### src/rtl/pt3_pkg.sv
package pt3_pkg;

  // Fault codes returned with each translation
  typedef enum logic [2:0] {
    FLT_NONE      = 3'd0,
    FLT_ACCESS    = 3'd1,
    FLT_NOT_VALID = 3'd2,
    FLT_ON_READ   = 3'd3,
    FLT_ON_WRITE  = 3'd4,
    FLT_ON_EXEC   = 3'd5
  } fault_e;

  typedef enum logic [1:0] {
    ST_IDLE,
    ST_ISSUE,
    ST_WAIT,
    ST_DONE
  } walk_state_e;

  // Table entry layout
  localparam int PTE_VALID     = 0;
  localparam int PTE_FO_LSB    = 1;   // bits 1..3: fault on read, write, execute
  localparam int PTE_RD_EN_LSB = 8;   // plus privilege index
  localparam int PTE_WR_EN_LSB = 12;  // plus privilege index
  localparam int PTE_FRAME_LSB = 32;
  localparam int PTE_FRAME_W   = 32;

  // Kernel window decode
  localparam int       WIN_SEL_HI  = 42;
  localparam int       WIN_SEL_LO  = 41;
  localparam logic [1:0] WIN_SEL_CODE = 2'b10;
  localparam int       WIN_KEEP_W  = 40;  // bits kept in place
  localparam int       WIN_MOVE_SRC = 40; // bit relocated
  localparam int       WIN_MOVE_DST = 43;

  localparam logic [1:0] KERNEL_PRIV = 2'd0;

endpackage

### src/rtl/pt3_va_check.sv
module pt3_va_check
  import pt3_pkg::*;
#(
  parameter int VA_BITS = 43,
  parameter int PA_W    = 45
) (
  input  logic [63:0]     vaddr,
  input  logic [1:0]      priv,
  output logic            sign_ok,
  output logic            in_window,
  output logic            window_ok,
  output logic [PA_W-1:0] window_paddr
);

  logic [63-VA_BITS:0] upper;

  assign upper     = vaddr[63:VA_BITS];
  assign sign_ok   = (&upper) | ~(|upper);
  assign in_window = vaddr[63] & (vaddr[WIN_SEL_HI:WIN_SEL_LO] == WIN_SEL_CODE);
  assign window_ok = (priv == KERNEL_PRIV);

  always_comb begin
    window_paddr = '0;
    window_paddr[WIN_KEEP_W-1:0] = vaddr[WIN_KEEP_W-1:0];
    window_paddr[WIN_MOVE_DST]   = vaddr[WIN_MOVE_SRC];
  end

endmodule

### src/rtl/pt3_index_sel.sv
module pt3_index_sel #(
  parameter int LEVELS    = 3,
  parameter int IDX_BITS  = 10,
  parameter int PAGE_BITS = 13,
  parameter int PA_W      = 45,
  parameter int LVL_W     = 2
) (
  input  logic [63:0]      vaddr,
  input  logic [LVL_W-1:0] level,
  input  logic [PA_W-1:0]  base,
  output logic [PA_W-1:0]  entry_addr
);

  localparam int IDX_TOP = PAGE_BITS + IDX_BITS * LEVELS;

  logic [IDX_BITS-1:0] idx_arr [LEVELS];
  logic [IDX_BITS-1:0] idx_sel;
  logic                unused_va_bits;

  // Level 0 takes the highest index field, the last level the lowest
  for (genvar l = 0; l < LEVELS; l++) begin : g_lvl
    assign idx_arr[l] = vaddr[PAGE_BITS + IDX_BITS*(LEVELS-1-l) +: IDX_BITS];
  end

  always_comb begin
    idx_sel = '0;
    for (int l = 0; l < LEVELS; l++) begin
      if (level == LVL_W'(l)) idx_sel = idx_arr[l];
    end
  end

  assign entry_addr     = base + (PA_W'(idx_sel) << 3);
  assign unused_va_bits = ^{vaddr[63:IDX_TOP], vaddr[PAGE_BITS-1:0]};

endmodule

### src/rtl/pt3_pte_eval.sv
module pt3_pte_eval
  import pt3_pkg::*;
#(
  parameter int PAGE_BITS = 13,
  parameter int PA_W      = 45
) (
  input  logic [63:0]     pte,
  input  logic            is_leaf,
  input  logic [2:0]      need,
  input  logic [1:0]      priv,
  output logic [PA_W-1:0] page_addr,
  output logic [2:0]      perm,
  output fault_e          fault
);

  logic       rd_en, wr_en;
  logic [2:0] granted, kept, fault_on;
  logic       unused_pte_bits;

  assign page_addr = {pte[PTE_FRAME_LSB +: PTE_FRAME_W], {PAGE_BITS{1'b0}}};
  assign rd_en     = pte[PTE_RD_EN_LSB + int'(priv)];
  assign wr_en     = pte[PTE_WR_EN_LSB + int'(priv)];
  assign granted   = {rd_en, wr_en, rd_en};   // execute, write, read
  assign fault_on  = pte[PTE_FO_LSB +: 3];
  assign kept      = granted & ~fault_on;

  assign unused_pte_bits = ^{pte[31:16], pte[7:4]};

  always_comb begin
    perm  = '0;
    fault = FLT_NONE;
    if (!pte[PTE_VALID]) begin
      fault = FLT_NOT_VALID;
    end else if (!is_leaf) begin
      if (!pte[PTE_RD_EN_LSB]) fault = FLT_ACCESS;
    end else if ((need != 3'b000) && ((granted & need) == 3'b000)) begin
      perm  = granted;
      fault = FLT_ACCESS;
    end else begin
      perm = kept;
      if ((kept & need) == 3'b000) begin
        if (need[2])      fault = FLT_ON_EXEC;
        else if (need[1]) fault = FLT_ON_WRITE;
        else if (need[0]) fault = FLT_ON_READ;
      end
    end
  end

endmodule

### src/rtl/pt3_walker.sv
module pt3_walker
  import pt3_pkg::*;
#(
  parameter int VA_BITS   = 43,
  parameter int PAGE_BITS = 13,
  parameter int LEVELS    = 3,
  parameter int IDX_BITS  = 10,
  localparam int PA_W     = PTE_FRAME_W + PAGE_BITS,
  localparam int LVL_W    = (LEVELS > 1) ? $clog2(LEVELS) : 1
) (
  input  logic            clk,
  input  logic            rst_n,
  input  logic [PA_W-1:0] table_base,
  input  logic            req_valid,
  output logic            req_ready,
  input  logic [63:0]     req_vaddr,
  input  logic [2:0]      req_need,
  input  logic [1:0]      req_priv,
  output logic            mem_req_valid,
  input  logic            mem_req_ready,
  output logic [PA_W-1:0] mem_req_addr,
  input  logic            mem_rsp_valid,
  input  logic [63:0]     mem_rsp_data,
  output logic            rsp_valid,
  input  logic            rsp_ready,
  output logic [PA_W-1:0] rsp_paddr,
  output logic [2:0]      rsp_perm,
  output logic [2:0]      rsp_fault,
  output logic            busy
);

  walk_state_e     state;
  logic [LVL_W-1:0] level;
  logic [PA_W-1:0] base_q;
  logic [63:0]     vaddr_q;
  logic [2:0]      need_q;
  logic [1:0]      priv_q;
  logic [PA_W-1:0] paddr_q;
  logic [2:0]      perm_q;
  fault_e          fault_q;

  logic            va_sign_ok, va_window, va_window_ok;
  logic [PA_W-1:0] va_window_paddr;
  logic [PA_W-1:0] entry_addr;
  logic            at_leaf;
  logic [PA_W-1:0] pte_page;
  logic [2:0]      pte_perm;
  fault_e          pte_fault;

  pt3_va_check #(.VA_BITS(VA_BITS), .PA_W(PA_W)) u_va_check (
    .vaddr        (req_vaddr),
    .priv         (req_priv),
    .sign_ok      (va_sign_ok),
    .in_window    (va_window),
    .window_ok    (va_window_ok),
    .window_paddr (va_window_paddr)
  );

  pt3_index_sel #(
    .LEVELS(LEVELS), .IDX_BITS(IDX_BITS), .PAGE_BITS(PAGE_BITS),
    .PA_W(PA_W), .LVL_W(LVL_W)
  ) u_index_sel (
    .vaddr      (vaddr_q),
    .level      (level),
    .base       (base_q),
    .entry_addr (entry_addr)
  );

  assign at_leaf = (level == LVL_W'(LEVELS - 1));

  pt3_pte_eval #(.PAGE_BITS(PAGE_BITS), .PA_W(PA_W)) u_pte_eval (
    .pte       (mem_rsp_data),
    .is_leaf   (at_leaf),
    .need      (need_q),
    .priv      (priv_q),
    .page_addr (pte_page),
    .perm      (pte_perm),
    .fault     (pte_fault)
  );

  always_ff @(posedge clk or negedge rst_n) begin
    if (!rst_n) begin
      state   <= ST_IDLE;
      level   <= '0;
      base_q  <= '0;
      vaddr_q <= '0;
      need_q  <= '0;
      priv_q  <= '0;
      paddr_q <= '0;
      perm_q  <= '0;
      fault_q <= FLT_NONE;
    end else begin
      unique case (state)
        ST_IDLE: begin
          if (req_valid) begin
            vaddr_q <= req_vaddr;
            need_q  <= req_need;
            priv_q  <= req_priv;
            level   <= '0;
            base_q  <= table_base;
            paddr_q <= '0;
            perm_q  <= '0;
            fault_q <= FLT_NONE;
            if (!va_sign_ok) begin
              fault_q <= FLT_ACCESS;
              state   <= ST_DONE;
            end else if (va_window) begin
              if (va_window_ok) begin
                paddr_q <= va_window_paddr;
                perm_q  <= 3'b111;
              end else begin
                fault_q <= FLT_ACCESS;
              end
              state <= ST_DONE;
            end else begin
              state <= ST_ISSUE;
            end
          end
        end
        ST_ISSUE: begin
          if (mem_req_ready) state <= ST_WAIT;
        end
        ST_WAIT: begin
          if (mem_rsp_valid) begin
            if (at_leaf) begin
              paddr_q <= pte_page;
              perm_q  <= pte_perm;
              fault_q <= pte_fault;
              state   <= ST_DONE;
            end else if (pte_fault != FLT_NONE) begin
              fault_q <= pte_fault;
              state   <= ST_DONE;
            end else begin
              base_q <= pte_page;
              level  <= level + LVL_W'(1);
              state  <= ST_ISSUE;
            end
          end
        end
        ST_DONE: begin
          if (rsp_ready) state <= ST_IDLE;
        end
        default: state <= ST_IDLE;
      endcase
    end
  end

  assign req_ready     = (state == ST_IDLE);
  assign busy          = (state != ST_IDLE);
  assign mem_req_valid = (state == ST_ISSUE);
  assign mem_req_addr  = entry_addr;
  assign rsp_valid     = (state == ST_DONE);
  assign rsp_paddr     = paddr_q;
  assign rsp_perm      = perm_q;
  assign rsp_fault     = fault_q;

  // result held under back-pressure
  p_rsp_hold_r10: assert property (@(posedge clk) disable iff (!rst_n)
    rsp_valid && !rsp_ready |=> rsp_valid && $stable(rsp_paddr) &&
                                $stable(rsp_perm) && $stable(rsp_fault));

  // read request held until accepted
  p_memreq_hold_r11: assert property (@(posedge clk) disable iff (!rst_n)
    mem_req_valid && !mem_req_ready |=> mem_req_valid && $stable(mem_req_addr));

  // malformed address answers at once with an access fault
  p_sign_fault_r1: assert property (@(posedge clk) disable iff (!rst_n)
    req_valid && req_ready && !va_sign_ok |=>
      rsp_valid && (rsp_fault == FLT_ACCESS) && !mem_req_valid);

  // kernel window answers with no table read
  p_window_direct_r2: assert property (@(posedge clk) disable iff (!rst_n)
    req_valid && req_ready && va_sign_ok && va_window |=> rsp_valid && !mem_req_valid);

  // a successful translation grants part of the need
  p_success_grants_r8: assert property (@(posedge clk) disable iff (!rst_n)
    rsp_valid && (rsp_fault == FLT_NONE) && (need_q != 3'b000) |->
      ((rsp_perm & need_q) != 3'b000));

  // level counter stays within the table depth
  p_level_range_r4: assert property (@(posedge clk) disable iff (!rst_n)
    busy |-> (int'(level) < LEVELS));

endmodule

### config.mk
export PLATFORM = sky130hd
export DESIGN_NAME = pt3_walker
export DESIGN_NICKNAME = d
export VERILOG_FILES = /design/src/rtl/pt3_pkg.sv /design/src/rtl/pt3_va_check.sv /design/src/rtl/pt3_index_sel.sv /design/src/rtl/pt3_pte_eval.sv /design/src/rtl/pt3_walker.sv
export SDC_FILE = /design/constraint.sdc
export NUM_CORES = 1
export LEC_CHECK = 0
export ABC_AREA = 1
export BUFFER_PORTS_ARGS = -buffer_cell sky130_fd_sc_hd__buf_2
export CORE_MARGIN = 5
export CORE_UTILIZATION = 38
export CTS_CLUSTER_SIZE = 14
export DETAILED_ROUTE_END_ITERATION = 6
export SLEW_MARGIN = 20
export SYNTH_ARGS = -nofsm -noshare
export SYNTH_HDL_FRONTEND = slang
export SYNTH_SLANG_ARGS = --single-unit
### constraint.sdc
create_clock -name clk -period 12.95 [get_ports clk]
set_clock_uncertainty 0.15 [all_clocks]
set_input_delay 3.885 -clock clk [delete_from_list [all_inputs] [get_ports clk]]
set_output_delay 3.885 -clock clk [all_outputs]
set_load 0.01 [all_outputs]
# Word-level counts from Yosys, hierarchy flattened
# Cells that the tools add are included.
[totals]
reg_bits = 148
input_bits = 184
output_inout_bits = 100
wordCells = 113
[op_classes]
addsub = 4
magnitude_cmp = 2
eq_ne = 14
muxes = 60
bitwise = 7
n_reduce_logical = 17
[ops]
columns = ["op", "n"]
rows = [
  ["45-bit 2-to-1 mux", 7],
  ["45-bit case mux with 2 select lines", 2],
  ["44-bit 2-to-1 mux", 3],
  ["32-bit by 8-bit less-than comparator with 1-bit output (second input constant)", 2],
  ["3-bit 2-to-1 mux", 18],
  ["45-bit by 13-bit adder with 45-bit output", 1],
  ["10-bit 2-to-1 mux", 3],
  ["2-bit 2-to-1 mux", 13],
  ["21-bit AND reduction", 1],
  ["21-bit OR reduction", 1],
  ["1-bit binary-select mux with 6-bit select", 2],
  ["3-bit case mux with 2 select lines", 2],
  ["4-bit AND reduction", 3],
  ["4-bit by 2-bit adder with 5-bit output (first input constant)", 2],
  ["3-bit AND", 3],
  ["2-bit equality test (second input constant)", 4],
  ["1-bit 2-to-1 mux", 8],
  ["2-bit inequality test (second input constant)", 4],
  ["2-bit case mux with 4 select lines", 1],
  ["2-bit logical NOT", 3],
  ["3-bit logical NOT", 2],
  ["2-bit by 1-bit inequality test with 1-bit output (second input constant)", 3],
  ["3-bit nonzero test", 2],
  ["5-bit AND reduction", 1],
  ["other kinds (11)", 13],
]

# Logic depth before layout (Yosys ltp)
[depth]
word_depth = 16
depth_mapped = 18
ltp_nobuf = 18

# Modules after synthesis
# Synthesis repeated with hierarchy kept, for this count alone.
[unflattened]
hier_cells = 1634
hier_area_um2 = 10981.8
[modules_own_cells]
columns = ["module", "n_inst", "cells_per_inst", "area_per_inst_um2", "seq_area_each_um2"]
rows = [
  ["pt3_walker", 1, 1032, 7847.5, 4229.1],
  ["pt3_index_sel", 1, 414, 1994.4, 0.0],
  ["pt3_pte_eval", 1, 100, 631.9, 0.0],
  ["pt3_va_check", 1, 88, 508.0, 0.0],
]

# Least setup slack after synthesis
# Ideal clock, no wire load.
[synth_timing]
kind = "register to output"
from = "reg level[0]"
to = "out mem_req_addr[31]"
arrival_time_ns = 2.985
t_required_ns = 8.915
slack_ns = 5.930
path_stages_with_launch = 19
path_buffers = 2
cell_sequence = "dfrtp_1 > inv_1 > ha_1 > inv_1 > clkbuf_1 > buf_1 > a21oi_1 > ha_1 > fa_1 > nand3_1 > nand2_1 > nand2_1 > nand2_1 > inv_1 > nor2_1 > nor2_1 > nor2_1 > nand2_1 > xnor2_1"
[synth_via]
elab_chain_len = 5
word_cells_on_any_way = 7
classes_between = "add/sub: 1; eq/ne: 2; mux: 3; reduce/logical: 1"
[synth_lines]
columns = ["item", "line_no", "source"]
rows = [
  ["start, declared", "pt3_walker.sv:33", "logic [LVL_W-1:0] level;"],
  ["start signal, assigned", "pt3_walker.sv:135", "level <= level + LVL_W'(1);"],
  ["2-bit logical NOT", "pt3_index_sel.sv:28", "if (level == LVL_W'(l)) idx_sel = idx_arr[l];"],
  ["10-bit 2-to-1 mux (2 in series)", "pt3_index_sel.sv:28", ""],
  ["10-bit 2-to-1 mux *", "pt3_index_sel.sv:28", ""],
  ["45-bit by 13-bit adder with 45-bit output *", "pt3_index_sel.sv:32", "assign entry_addr = base + (PA_W'(idx_sel) << 3);"],
  ["end, declared", "pt3_walker.sv:21", "output logic [PA_W-1:0] mem_req_addr,"],
]
# Every way passes the cells marked *; elsewhere a longest branch is shown, timed or not.

# Worst setup path after layout
[layout_timing]
from = "reg level[0]"
to = "out mem_req_addr[28]"
# The elaborated chain is that of the path after synthesis.

==> summary.md <==
| Metric | Value |
|---|---|
| Dpl ws | `5060 ps` |
| Final WL | `27.2 mm` |
| Top FF cell, synth | `dfrtp_1` |
| Hpwl dp | `21.6 mm` |
| HP Start | `rsp_fault[1]` |
| Total grt overflow | `0` |
| Post-Synth XOR/XNOR Area | `4.20%` |
| Fraction of layout cells with a size suffix above 1 | `28.4%` |
| EDFF count, synth | `0` |
| Finished layout cell area | `0.00982 mm2` |
| Endpoint of the worst-slack reg-to-reg timing path | `rsp_paddr[35]` |
| Rel. slew slack | `24.8%` |
| DR WL/cell | `18.2 um` |
| Status | `finished clean` |
| Global-route wire length before repair | `42.4 mm` |
| Hold endpoint | `rsp_fault[1]` |
| Setup TNS | `0 ps` |
| Async S/R FF share, synth | `100%` |
| Flop2flop setup slack | `9680 ps` |
| Yosys top cell by area | `dfrtp_1` |
| Die ar. | `0.0233 mm2` |
| Share of the synthesized area in the top cell type | `43.7%` |
| Core area | `0.0201 mm2` |
| Post-synthesis register bit count | `135` |
| Hold Path Class | `flip-flop to flip-flop` |
| Distinct cells, synth | `41` |
| Worst hold path cell count | `2` |
| Starting Density | `38.4%` |
| Main area contributors after synthesis | `dfrtp_1 (44%), nand2_1 (12%), nand3_1 (5.6%)` |
| Clk pwr share | `18.3%` |
| Multi-input gate area | `0.00389 mm2` |
| Setup bufs post-CTS | `0` |
| Setup ws final | `4610 ps` |
| Leak | `4.82 nW` |
| CTS sink count | `135` |
| Number of buffers added on ports | `263` |
| GRT met1 Usage | `31.2%` |
| Crit Path Category | `flip-flop to output pin` |
| Worst IR drop on VDD | `0.107 mV` |
| Logic pwr share | `52.2%` |
| Die width | `153 um` |
| Mapped Avg Cell Area | `8.02 um2` |
| Clock transition at the registers of the reported paths | `70 ps` |
| Post-synthesis cell area | `0.00772 mm2` |
| Initial DRC Count | `391` |
| Vias per Instance | `5.10` |
| Max Clk Rate | `0.120 GHz` |
| Hold Violations, Final | `0` |
| RSZ-0062 raised after global routing | `false` |
| Final Cycle Share | `64.4%` |
| Synth Area in Adders | `2.37%` |
| Placement Cell Area | `0.00923 mm2` |
| Crit. End Element | `output pin` |
| Req. time, crit path | `8910 ps` |
| CTS resizes | `0` |
| Global-route usage over all layers | `23.0%` |
| Reg2reg start | `state[0]` |
| Vias in the first global route | `7600` |
| Cell count after synthesis | `963` |
| Later-pin clock latency in the skew report | `420 ps` |
| Max Root-Sink Buffers | `2` |
| # Max-Cap Violations | `0` |
| Crit path max fanout | `11` |
| TritonCTS clock tree | `yes` |
| Largest net degree at the start of global routing | `72` |
| H-Tree Depth | `4` |
| Routed Antenna Nets | `0` |
| Final worst path period need | `8340 ps` |
| Critical path arrival | `4310 ps` |
| Internal power | `1.37 mW` |
| Worst R2R Path Depth | `9` |
| Post-CTS Hold Fix Bufs | `0` |
| Post-synthesis mux area share | `4.23%` |
| FF/Latch Area | `0.00338 mm2` |
| Gpl congestion | `0.913` |
| Num ports | `284` |
| Most common cell after layout, fill and taps aside | `buf_2` |
| Nets | `1407` |
| GRT met2 Usage | `37.2%` |
| Vias | `7645` |
| Worst slew pin tran | `1130 ps` |
| Area Growth Syn to Fin | `27.2%` |
| Compound-gate portion of the synthesized area | `13.2%` |
| Vert. Die Dim | `153 um` |
| Net Sw Power | `1.22 mW` |
| Busiest grt layer | `met2` |
| Drt drc | `0` |
| Fillers | `2030` |
| Pwr dens | `264 mW/mm2` |
| Net Sw Frac | `47.1%` |
| Met3 track utilization from global routing | `5.28%` |
| Clock root cell | `clkbuf_16` |
| Synth Warn # | `0` |
| Sequential share of power | `29.5%` |
| Simple-gate share of the synthesized area | `26.1%` |
| Post-Syn Nets | `1161` |
| Fin. max-slew vios | `0` |
| Row cnt | `52` |
| Antenna violations before repair | `9` |
| Sequential area share after synthesis | `43.7%` |
| Main combinational cell family by area after synthesis | `simple AND/OR/NAND/NOR gates` |
| Most frequent cells in the layout | `buf_2 (262), nand2_1 (245), dfrtp_1 (135), nor2_1 (97), nand3_1 (87)` |
| Crit start category | `flip-flop` |
| Num CTS Buffers | `17` |
| DRT Pass-1 Iters | `5` |
| Setup violations, final | `0` |
==> power groups by stage <==
stage                     logic (mW)  registers, mW  clock network, mW
after floorplan                0.887          0.751                  0
after global routing            1.51          0.791              0.501
after global placement          1.35          0.766                  0
after CTS                       1.36          0.764              0.480
final                           1.35          0.766              0.474
after detailed placement        1.36          0.771                  0
==> sequential cells by signal, indices dropped and copies added, names as in the netlist <==
register and count:
base_q 45, rsp_paddr 45, vaddr_q 30, need_q 3
rsp_fault 3, rsp_perm 3, level 2, priv_q 2
state 2
==> how the worst max path moves through the flow <==
| stage | slack (ps) | cells past startpoint | from | end |
|---|---|---|---|---|
| 2_1_floorplan | 5930 | 18 | level[0] | mem_req_addr[31] |
| 3_3_place_gp | 5130 | 15 | level[1] | mem_req_addr[28] |
| 3_5_place_dp | 5060 | 15 | level[1] | mem_req_addr[28] |
| 4_1_cts | 4610 | 15 | level[1] | mem_req_addr[28] |
| 5_1_grt | 4290 | 15 | level[1] | mem_req_addr[28] |
| 6_report | 4610 | 14 | level[0] | mem_req_addr[28] |
==> final cells by class <==
class / count / share of cell area (%)
clock buffers: 17 / 4.33
inverters: 65 / 2.48
well taps: 270 / 3.44
repair buffers: 271 / 14.1
clock inverters: 15 / 1.53
multi-input cells: 719 / 39.6
diodes: 7 / 0.178
flip-flops and latches: 135 / 34.4
==> through the flow <==
stage	total power [mW]	hold WS, ps	utilization [%]	std cells
final	2.59	329	48.9	1499
after global routing	2.80	353	48.8	1498
after CTS	2.61	332	48.8	1492
after detailed placement	2.13	314	45.9	1460
after global placement	2.11	312	45.9	1460
after floorplan	1.64	304	-	963
==> cells by family (layout without fill, tap and decap cells) <==
logic type,after synthesis,after routing
and+or+nand+nor,478,478
xor gates and xnor gates,37,37
buffers and inverters,109,368
muxes,29,29
AOI/OAI and AO/OA,161,161
DFF,135,135
other,0,7
adders and majority gates,14,14
==> cells in the mapped netlist, types with 4 or more instances <==
master,count
a32o_1,13
inv_2,4
nand4_1,16
ha_1,13
nand3_1,87
buf_2,17
mux2_2,29
a22oi_1,9
o21a_1,23
a21o_1,4
xor2_1,23
buf_4,7
clkbuf_1,15
nand2_1,245
a31oi_1,28
inv_1,61
xnor2_1,14
o21ai_0,47
dfrtp_1,135
a21oi_1,29
nor2_1,98
nor3_1,18
==> worst max-delay path, stage by stage, from the launching register on <==
cell and delay [ps]:
dfrtp_1 390, ha_1 370, nor2_1 640, a22oi_1 150
a21oi_1 470, ha_1 250, nor2_1 40, nand2_1 50
o21ai_0 170, o21ai_0 670, nand2_1 140, nand2_2 140
nand2_1 80, xnor2_1 170, buf_2 160
==> metal layers <==
metal / vias up / share of wire [%]
met1: 3622 / 45
met5: - / 0.10
met4: 6 / 1.8
met2: 230 / 47
met3: 34 / 6.4
li1: 3753 / -
No activity file was read; power rests on OpenSTA's default activity.
